$ cat src/rtl/irq_bank_pkg.sv
package irq_bank_pkg;
  localparam int NUM_SRC = 4;
  localparam int DATA_W  = 32;
  localparam int ADDR_W  = 6;

  localparam logic [ADDR_W-1:0] OFF_PENDING = 6'h00;
  localparam logic [ADDR_W-1:0] OFF_MASK    = 6'h04;
  localparam logic [ADDR_W-1:0] OFF_INJECT  = 6'h08;

  typedef enum logic [1:0] {
    SEL_NONE,
    SEL_PENDING,
    SEL_MASK,
    SEL_INJECT
  } reg_sel_e;

  // Next value of one sticky bit: the clear acts first, then set and event win.
  function automatic logic sticky_next(input logic cur, input logic evt,
                                       input logic clr, input logic set);
    return (cur & ~clr) | set | evt;
  endfunction
endpackage

$ cat src/rtl/irq_bank_decode.sv
module irq_bank_decode
  import irq_bank_pkg::*;
(
  input  logic              req_valid_i,
  input  logic              req_write_i,
  input  logic [ADDR_W-1:0] req_addr_i,
  output reg_sel_e          sel_o,
  output logic              wr_pending_o,
  output logic              wr_mask_o,
  output logic              wr_inject_o,
  output logic              rd_o
);
  always_comb begin
    unique case (req_addr_i)
      OFF_PENDING: sel_o = SEL_PENDING;
      OFF_MASK:    sel_o = SEL_MASK;
      OFF_INJECT:  sel_o = SEL_INJECT;
      default:     sel_o = SEL_NONE;
    endcase
  end

  logic wr_any;
  assign wr_any       = req_valid_i & req_write_i;
  assign rd_o         = req_valid_i & ~req_write_i;
  assign wr_pending_o = wr_any & (sel_o == SEL_PENDING);
  assign wr_mask_o    = wr_any & (sel_o == SEL_MASK);
  assign wr_inject_o  = wr_any & (sel_o == SEL_INJECT);
endmodule

$ cat src/rtl/irq_bank_state.sv
module irq_bank_state #(
  parameter int NUM_SRC = 4
) (
  input  logic               clk_i,
  input  logic               rst_ni,
  input  logic [NUM_SRC-1:0] event_i,
  input  logic [NUM_SRC-1:0] clr_i,
  input  logic [NUM_SRC-1:0] set_i,
  output logic [NUM_SRC-1:0] pending_o
);
  for (genvar i = 0; i < NUM_SRC; i++) begin : g_bit
    always_ff @(posedge clk_i or negedge rst_ni) begin
      if (!rst_ni) pending_o[i] <= 1'b0;
      else         pending_o[i] <= irq_bank_pkg::sticky_next(pending_o[i], event_i[i],
                                                             clr_i[i], set_i[i]);
    end


    event_sets_chk: assert property (@(posedge clk_i) disable iff (!rst_ni)
      event_i[i] |=> pending_o[i]);


    event_beats_clear_chk: assert property (@(posedge clk_i) disable iff (!rst_ni)
      (event_i[i] && clr_i[i]) |=> pending_o[i]);


    w1c_clears_chk: assert property (@(posedge clk_i) disable iff (!rst_ni)
      (clr_i[i] && !set_i[i] && !event_i[i]) |=> !pending_o[i]);


    inject_sets_chk: assert property (@(posedge clk_i) disable iff (!rst_ni)
      set_i[i] |=> pending_o[i]);


    sticky_hold_chk: assert property (@(posedge clk_i) disable iff (!rst_ni)
      (pending_o[i] && !clr_i[i]) |=> pending_o[i]);


    rise_has_cause_chk: assert property (@(posedge clk_i) disable iff (!rst_ni)
      $rose(pending_o[i]) |-> $past(event_i[i] || set_i[i]));
  end
endmodule

$ cat src/rtl/irq_bank_mask.sv
module irq_bank_mask #(
  parameter int NUM_SRC = 4
) (
  input  logic               clk_i,
  input  logic               rst_ni,
  input  logic [NUM_SRC-1:0] pending_i,
  input  logic [NUM_SRC-1:0] mask_i,
  output logic [NUM_SRC-1:0] irq_o
);
  always_ff @(posedge clk_i or negedge rst_ni) begin
    if (!rst_ni) irq_o <= '0;
    else         irq_o <= pending_i & mask_i;
  end


  irq_needs_mask_chk: assert property (@(posedge clk_i) disable iff (!rst_ni)
    (irq_o & ~$past(mask_i)) == '0);


  irq_needs_pending_chk: assert property (@(posedge clk_i) disable iff (!rst_ni)
    (irq_o & ~$past(pending_i)) == '0);
endmodule

$ cat src/rtl/irq_bank_top.sv
module irq_bank_top
  import irq_bank_pkg::*;
#(
  parameter int NUM_SRC = irq_bank_pkg::NUM_SRC,
  parameter int DATA_W  = irq_bank_pkg::DATA_W
) (
  input  logic                      clk_i,
  input  logic                      rst_ni,
  input  logic                      req_valid_i,
  input  logic                      req_write_i,
  input  logic [ADDR_W-1:0]         req_addr_i,
  input  logic [DATA_W-1:0]         req_wdata_i,
  output logic [DATA_W-1:0]         rsp_rdata_o,
  input  logic [NUM_SRC-1:0]        src_event_i,
  output logic [NUM_SRC-1:0]        irq_o
);
  localparam int PAD_W = DATA_W - NUM_SRC;

  reg_sel_e           sel;
  logic               wr_pending, wr_mask, wr_inject, rd;
  logic [NUM_SRC-1:0] wlow;
  logic [NUM_SRC-1:0] clr_bits, set_bits;
  logic [NUM_SRC-1:0] pending_q, mask_q;

  assign wlow     = req_wdata_i[NUM_SRC-1:0];
  assign clr_bits = wr_pending ? wlow : '0;
  assign set_bits = wr_inject  ? wlow : '0;

  irq_bank_decode u_decode (
    .req_valid_i (req_valid_i),
    .req_write_i (req_write_i),
    .req_addr_i  (req_addr_i),
    .sel_o       (sel),
    .wr_pending_o(wr_pending),
    .wr_mask_o   (wr_mask),
    .wr_inject_o (wr_inject),
    .rd_o        (rd)
  );

  irq_bank_state #(.NUM_SRC(NUM_SRC)) u_state (
    .clk_i    (clk_i),
    .rst_ni   (rst_ni),
    .event_i  (src_event_i),
    .clr_i    (clr_bits),
    .set_i    (set_bits),
    .pending_o(pending_q)
  );

  always_ff @(posedge clk_i or negedge rst_ni) begin
    if (!rst_ni)      mask_q <= '0;
    else if (wr_mask) mask_q <= wlow;
  end

  irq_bank_mask #(.NUM_SRC(NUM_SRC)) u_mask (
    .clk_i    (clk_i),
    .rst_ni   (rst_ni),
    .pending_i(pending_q),
    .mask_i   (mask_q),
    .irq_o    (irq_o)
  );

  always_comb begin
    rsp_rdata_o = '0;
    if (rd) begin
      unique case (sel)
        SEL_PENDING: rsp_rdata_o = {{PAD_W{1'b0}}, pending_q};
        SEL_MASK:    rsp_rdata_o = {{PAD_W{1'b0}}, mask_q};
        default:     rsp_rdata_o = '0;
      endcase
    end
  end


  mask_load_chk: assert property (@(posedge clk_i) disable iff (!rst_ni)
    wr_mask |=> (mask_q == $past(wlow)));


  mask_hold_chk: assert property (@(posedge clk_i) disable iff (!rst_ni)
    !wr_mask |=> $stable(mask_q));


  upper_zero_chk: assert property (@(posedge clk_i) disable iff (!rst_ni)
    rsp_rdata_o[DATA_W-1:NUM_SRC] == '0);
endmodule

$ cat config.mk
export PLATFORM = sky130hd
export DESIGN_NAME = irq_bank_top
export DESIGN_NICKNAME = d
export VERILOG_FILES = /design/src/rtl/irq_bank_pkg.sv /design/src/rtl/irq_bank_decode.sv /design/src/rtl/irq_bank_state.sv /design/src/rtl/irq_bank_mask.sv /design/src/rtl/irq_bank_top.sv
export SDC_FILE = /design/constraint.sdc
export NUM_CORES = 1
export LEC_CHECK = 0
export BUFFER_PORTS_ARGS = -buffer_cell sky130_fd_sc_hd__buf_2
export CAP_MARGIN = 20
export CORE_ASPECT_RATIO = 1.4
export CORE_UTILIZATION = 35
export CTS_CLUSTER_DIAMETER = 200
export DETAILED_ROUTE_END_ITERATION = 16
export PLACE_DENSITY = 0.79
export SYNTH_ARGS = -nofsm -noshare
export SYNTH_HDL_FRONTEND = slang
export SYNTH_SLANG_ARGS = --single-unit
export TNS_END_PERCENT = 5
$ cat constraint.sdc
create_clock -name clk_i -period 2.5 [get_ports clk_i]
set_input_delay 0.375 -clock clk_i [delete_from_list [all_inputs] [get_ports clk_i]]
set_output_delay 0.375 -clock clk_i [all_outputs]
set_load 0.005 [all_outputs]
==> impl_metrics.env, run 1 <==
export IMPL_finalCritPeriodShare_pct=86.3
export IMPL_globalplace_congestion=0.746
export IMPL_power_share_combinational_pct=16.1
export IMPL_drive_gt1_share_pct=29.5
export IMPL_fmax_mhz=464
export IMPL_final_max_slew_violation_count=0
export IMPL_htree_levels=1
export IMPL_multiInputGateArea_sq_um=395
export IMPL_io_pins=82
export IMPL_p_clk_share_pct=29.1
export IMPL_synth_top_family_by_area="buffers and inverters"
export IMPL_rows=20
export IMPL_num_vias=589
export IMPL_seq_area_sq_um=300
export IMPL_synth_largest_area_cell="dfrtp_1"
export IMPL_fill_cells=218
export IMPL_worst_path_max_fanout=8
export IMPL_antenna_found_initial=0
export IMPL_yosys_area_share_adder_pct=4.64
export IMPL_hpwlAfterDp_mm=1.10
export IMPL_finClkSkew_ns=0.000418
export IMPL_syn_inst=78
export IMPL_critPathKind="in2out"
export IMPL_drt_initial_drc_count=8
export IMPL_final_setup_viol_count=0
export IMPL_synthesis_area_sq_um=810
export IMPL_grt_overflow_total=0
export IMPL_ys_warn_count=0
export IMPL_status="finished clean"
export IMPL_clk_pin_slew_worst_paths_ns=0.07
export IMPL_die_area_sq_mm=0.00251
export IMPL_synth_area_mux_share_pct=5.56
export IMPL_cts_root_buf="clkbuf_4"
export IMPL_p_leak_nw=0.449
export IMPL_initial_core_util_pct=37.2
export IMPL_grt_pass1_wl_mm=2.30
export IMPL_rsz0062_at_grt="false"
export IMPL_hp_class="in2reg"
export IMPL_synth_edf_count=0
export IMPL_yosys_area_share_simple_pct=15.9
export IMPL_layout_cells_non_filler=127
export IMPL_grt_max_degree=13
export IMPL_port_buffers=25
export IMPL_period_needed_ns=2.16
export IMPL_cellPowerDensity_mw_per_mm2=459
export IMPL_synthArstFlopShare_pct=100
export IMPL_ys_top_cells_by_count="buf_4 (28), dfrtp_1 (12), and2_1 (5)"
export IMPL_vias_per_cell=4.64
export IMPL_yosys_top_cells_area="dfrtp_1 (37%), buf_4 (26%), mux2_1 (5.6%)"
export IMPL_fin_nets=156
export IMPL_max_cap_viol_count=0
export IMPL_synth_top_area_share_pct=37.1
export IMPL_post_synth_num_cell_types=19
export IMPL_ys_ff_latch=12
export IMPL_numCtsBuffers=3
export IMPL_clock_sinks=12
export IMPL_endpoint_kind="output pin"
export IMPL_drtAntennaViolNets=0
export IMPL_p_sw_mw=0.106
export IMPL_p_sw_share_pct=26.2
export IMPL_finalHoldViolCount=0
export IMPL_grt_pass1_vias=512
export IMPL_area_delta_synth_final_pct=8.81
export IMPL_cts_buffer_depth=2
export IMPL_synthXorXnorAreaFrac_pct=1.08
export IMPL_routedWlPerCell_microns=11.0
export IMPL_dr_pass1_iters=2
export IMPL_ys_seq_area_share_pct=37.1
export IMPL_avgSynthCellArea_sq_um=10.4
export IMPL_core_sq_mm=0.00218
export IMPL_routed_wirelength_mm=1.39
export IMPL_yosys_most_used_dff="dfrtp_1"
export IMPL_diodes=0
export IMPL_critPathLaunchType="input pin"
export IMPL_r2r_setup_slack_ns=1.64
export IMPL_clk_insertion_delay_late_ns=0.27
export IMPL_critPathRequiredTime_ns=2.12
export IMPL_ir_drop_mv=0.171
export IMPL_die_w_microns=42.6
export IMPL_die_y_microns=58.9
export IMPL_synth_compound_area_share_pct=8.66
export IMPL_cts_tree="yes"
export IMPL_dp_cells=123
export IMPL_track_usage_pct=12.4
export IMPL_synth_most_common_cell="buf_4"
export IMPL_cp_arrival_ns=1.78
export IMPL_p_int_mw=0.299
export IMPL_fin_setup_tns_ns=0
export IMPL_drt_drc_violations_left=0
export IMPL_seqPwrFrac_pct=54.8
-- metal layers --
metal / global-route usage [%] / up-vias / share of wire [%]
met5: 0 / - / 0
met2: 19.0 / 37 / 50
met4: 8.04 / 0 / 1.3
met3: 3.07 / 2 / 8.8
li1: - / 270 / -
met1: 15.4 / 280 / 40
-- power by group through the flow --
stage,Clock (mW),Sequential (mW),Combinational [mW]
floorplan,0,0.225,0.0597
global placement,0,0.224,0.0616
detailed placement,0,0.226,0.0640
CTS,0.122,0.222,0.0652
global route,0.135,0.224,0.0743
finish,0.118,0.222,0.0650
-- cell type report --
cell class / count / share of cell area (%)
Sequential cell: 12 / 34.1
Clock buffer: 3 / 2.56
Multi-Input combinational cell: 64 / 44.9
Tap cell: 22 / 3.12
Timing Repair Buffer: 26 / 15.3
-- through the flow --
stage                     utilization (%)  hold WS (ns)  instance area, sq um  worst slack (ns)  power [mW]
after detailed placement             39.0         0.265                   848             0.319       0.290
final                                40.5         0.305                   881             0.343       0.405
after global placement               39.0         0.253                   848             0.388       0.286
after global routing                 40.5         0.291                   881             0.129       0.434
after floorplan                         -        0.0794                   911             0.701       0.285
after CTS                            40.5         0.296                   881             0.313       0.409
-- kinds of logic after synthesis --
kind of cell             Yosys count
adder cells (fa/ha/maj)            3
XOR/XNOR                           1
multiplexers                       4
other                              1
AO/OA/AOI/OAI                      8
flip-flops                        12
AND/OR/NAND/NOR                   20
buffers and inverters             29
-- sequential cells by signal (all words and copies together) (netlist names) --
register,cells
mask_q,4
u_mask.irq_o,4
u_state.pending_o,4
-- critical path: stages --
cell and delay, ns:
buf_2 0.10, nor4_2 0.37, nor2b_1 0.25, ha_1 0.34, a22oi_1 0.13, nor2_1 0.10, buf_2 0.12
-- placed cells by master (no fill, tap or decap) --
cell	count
a221o_1	4
a22oi_1	4
and2_1	5
and3_4	1
buf_2	25
clkbuf_4	3
conb_1	28
dfrtp_1	12
dlygate4sd3_1	1
ha_1	3
mux2_1	4
nand2_1	1
nand2b_1	1
nand3_2	1
nand3b_1	1
nand4_1	4
nor2_1	4
nor2b_1	1
nor4_2	1
xor2_1	1
-- path summary, 6_finish.rpt --
check                                startpoint                    to  depth (start not counted)
setup / recovery                  req_addr_i[5]        rsp_rdata_o[3]                          7
hold / removal                   src_event_i[2]  u_state.pending_o[2]                          2
setup reg to reg           u_state.pending_o[2]  u_state.pending_o[2]                          1
hold reg to reg                       mask_q[0]       u_mask.irq_o[0]                          1
max in group asynchronous                rst_ni             mask_q[1]                          2
min in group asynchronous                rst_ni  u_state.pending_o[0]                          2
-- what timing repair did --
action | CTS | global route
endpoints found under the setup margin | 0 | 0
hold endpoints to repair | 12 | 0
buffers inserted | 0 | 0
gates resized for setup | 0 | 0
hold buffers | 1 | 0
Power figures use the tool's default switching activity.
==> run 2, diff against run 1 <==
--- a/config.mk
+++ b/config.mk
@@ -9,6 +9,7 @@
 export CAP_MARGIN = 20
 export CORE_ASPECT_RATIO = 1.4
 export CORE_UTILIZATION = 35
+export CTS_BUF_LIST = sky130_fd_sc_hd__clkbuf_8
 export CTS_CLUSTER_DIAMETER = 200
 export DETAILED_ROUTE_END_ITERATION = 16
 export PLACE_DENSITY = 0.79
==> impl_metrics.env, run 2 (synthesis results as in run 1) <==
export IMPL_worstRegToRegCells=1
export IMPL_fmax_mhz=463
export IMPL_critPathLaunchType="input pin"
export IMPL_final_max_slew_violation_count=0
export IMPL_io_pins=82
export IMPL_cts_tree="yes"
export IMPL_finClkSkew_ns=0.000299
export IMPL_dr_pass1_iters=4
export IMPL_max_cap_viol_count=0
export IMPL_drtAntennaViolNets=0
export IMPL_grt_max_degree=13
export IMPL_cellPowerDensity_mw_per_mm2=516
export IMPL_die_area_sq_mm=0.00251
export IMPL_hp_class="in2async"
export IMPL_crit_path_top_delay_cell="nor4_2"
export IMPL_numCtsBuffers=3
export IMPL_grt_pass1_vias=500
export IMPL_cts_buffer_depth=2
export IMPL_layout_commonest_cell="conb_1"
export IMPL_finalCritPeriodShare_pct=86.3
export IMPL_globalplace_congestion=0.746
export IMPL_crit_chain="buf_2 -> nor4_2 -> nor2b_1 -> ha_1 -> a22oi_1 -> nor2_1 -> buf_2"
export IMPL_finalHoldViolCount=0
export IMPL_cp_num_cells=7
export IMPL_hpwlAfterDp_mm=1.10
export IMPL_cts_root_buf="clkbuf_8"
export IMPL_cp_common_cell="buf_2"
export IMPL_track_usage_pct=12.1
export IMPL_grt_overflow_total=0
export IMPL_drt_drc_violations_left=0
export IMPL_area_delta_synth_final_pct=9.89
export IMPL_clock_sinks=12
export IMPL_endpoint_kind="output pin"
export IMPL_cts_resized=0
export IMPL_ir_drop_mv=0.233
export IMPL_period_needed_ns=2.16
export IMPL_clk_pin_slew_worst_paths_ns=0.05
export IMPL_antenna_found_initial=0
export IMPL_diodes=0
export IMPL_critPathKind="in2out"
export IMPL_die_y_microns=58.9
export IMPL_port_buffers=25
export IMPL_cp_arrival_ns=1.78
export IMPL_status="finished clean"
export IMPL_core_sq_mm=0.00218
export IMPL_critPathRequiredTime_ns=2.12
export IMPL_vias_per_cell=4.62
export IMPL_rsz0062_at_grt="false"
export IMPL_worst_path_max_fanout=8
export IMPL_cts_hold_buffers=0
export IMPL_fin_ws_ns=0.342
export IMPL_routed_wirelength_mm=1.36
export IMPL_drt_initial_drc_count=11
export IMPL_fin_nets=155
export IMPL_clk_insertion_delay_late_ns=0.24
export IMPL_p_leak_nw=0.453
export IMPL_critPathBufInv=2
export IMPL_rows=20
export IMPL_htree_levels=1
export IMPL_post_place_ws_ns=0.319
export IMPL_num_vias=582
export IMPL_final_cell_mix="conb_1 (28), buf_2 (25), dfrtp_1 (12)"
export IMPL_cts_setup_buffers=0
export IMPL_routedWlPerCell_microns=10.8
export IMPL_top_regs="mask_q: 4 flops, u_mask.irq_o: 4 flops, u_state.pending_o: 4 flops"
export IMPL_cp_slowest_stage_delay_ns=0.37
export IMPL_final_core_util_pct=40.9
export IMPL_r2r_setup_slack_ns=1.65
export IMPL_final_setup_viol_count=0
export IMPL_fin_setup_tns_ns=0
export IMPL_grt_pass1_wl_mm=2.26
export IMPL_path_delay_family="simple AND/OR/NAND/NOR gates"
export IMPL_initial_core_util_pct=37.2
export IMPL_die_w_microns=42.6
export IMPL_drive_gt1_share_pct=29.8
==> run 2: cell count changes in the layout (fill, tap and decap cells not counted), sizes merged <==
cell,change
dlygate4sd3,-1
==> run 2: report_power, final <==
part	leakage [nW]	switching [mW]	internal, mW
combinational	0.290	0.0352	0.0286
sequential	0.142	0.00875	0.214
clock	0.0216	0.0673	0.106
total	0.453	0.111	0.348
==> run 2: worst paths after layout <==
path / from / endpoint
worst min register to register: mask_q[0] / u_mask.irq_o[0]
worst max register to register: u_state.pending_o[2] / u_state.pending_o[2]
worst min-delay path: rst_ni / u_state.pending_o[0]
min in group clk_i: src_event_i[2] / u_state.pending_o[2]
max in group asynchronous: rst_ni / u_mask.irq_o[1]
worst max-delay path: req_addr_i[5] / rsp_rdata_o[3]
==> run 2: layout make-up <==
cell class,count,area [sq um]
multi-input combinational,64,395
fill,220,1290
sequential,12,300
tap,22,27.5
clock buffer,3,41.3
timing repair buffer,25,125
==> run 2: layer usage <==
| layer | track usage [%] | part of all wire (%) | vias up |
|---|---|---|---|
| li1 | - | - | 269 |
| met1 | 15.4 | 40 | 272 |
| met2 | 18.6 | 48 | 38 |
| met3 | 2.15 | 9.1 | 3 |
| met4 | 8.04 | 2.5 | 0 |
| met5 | 0 | 0 | - |
==> run 2: per-stage QoR <==
step / hold WS [ns] / cells / power, mW / area [sq um]
3_3_place_gp: 0.253 / 123 / 0.286 / 848
3_5_place_dp: 0.265 / 123 / 0.290 / 848
6_report: 0.00262 / 126 / 0.459 / 890
5_1_grt: 0.0142 / 126 / 0.487 / 890
2_1_floorplan: 0.0794 / 105 / 0.285 / 911
4_1_cts: 0.00874 / 126 / 0.464 / 890
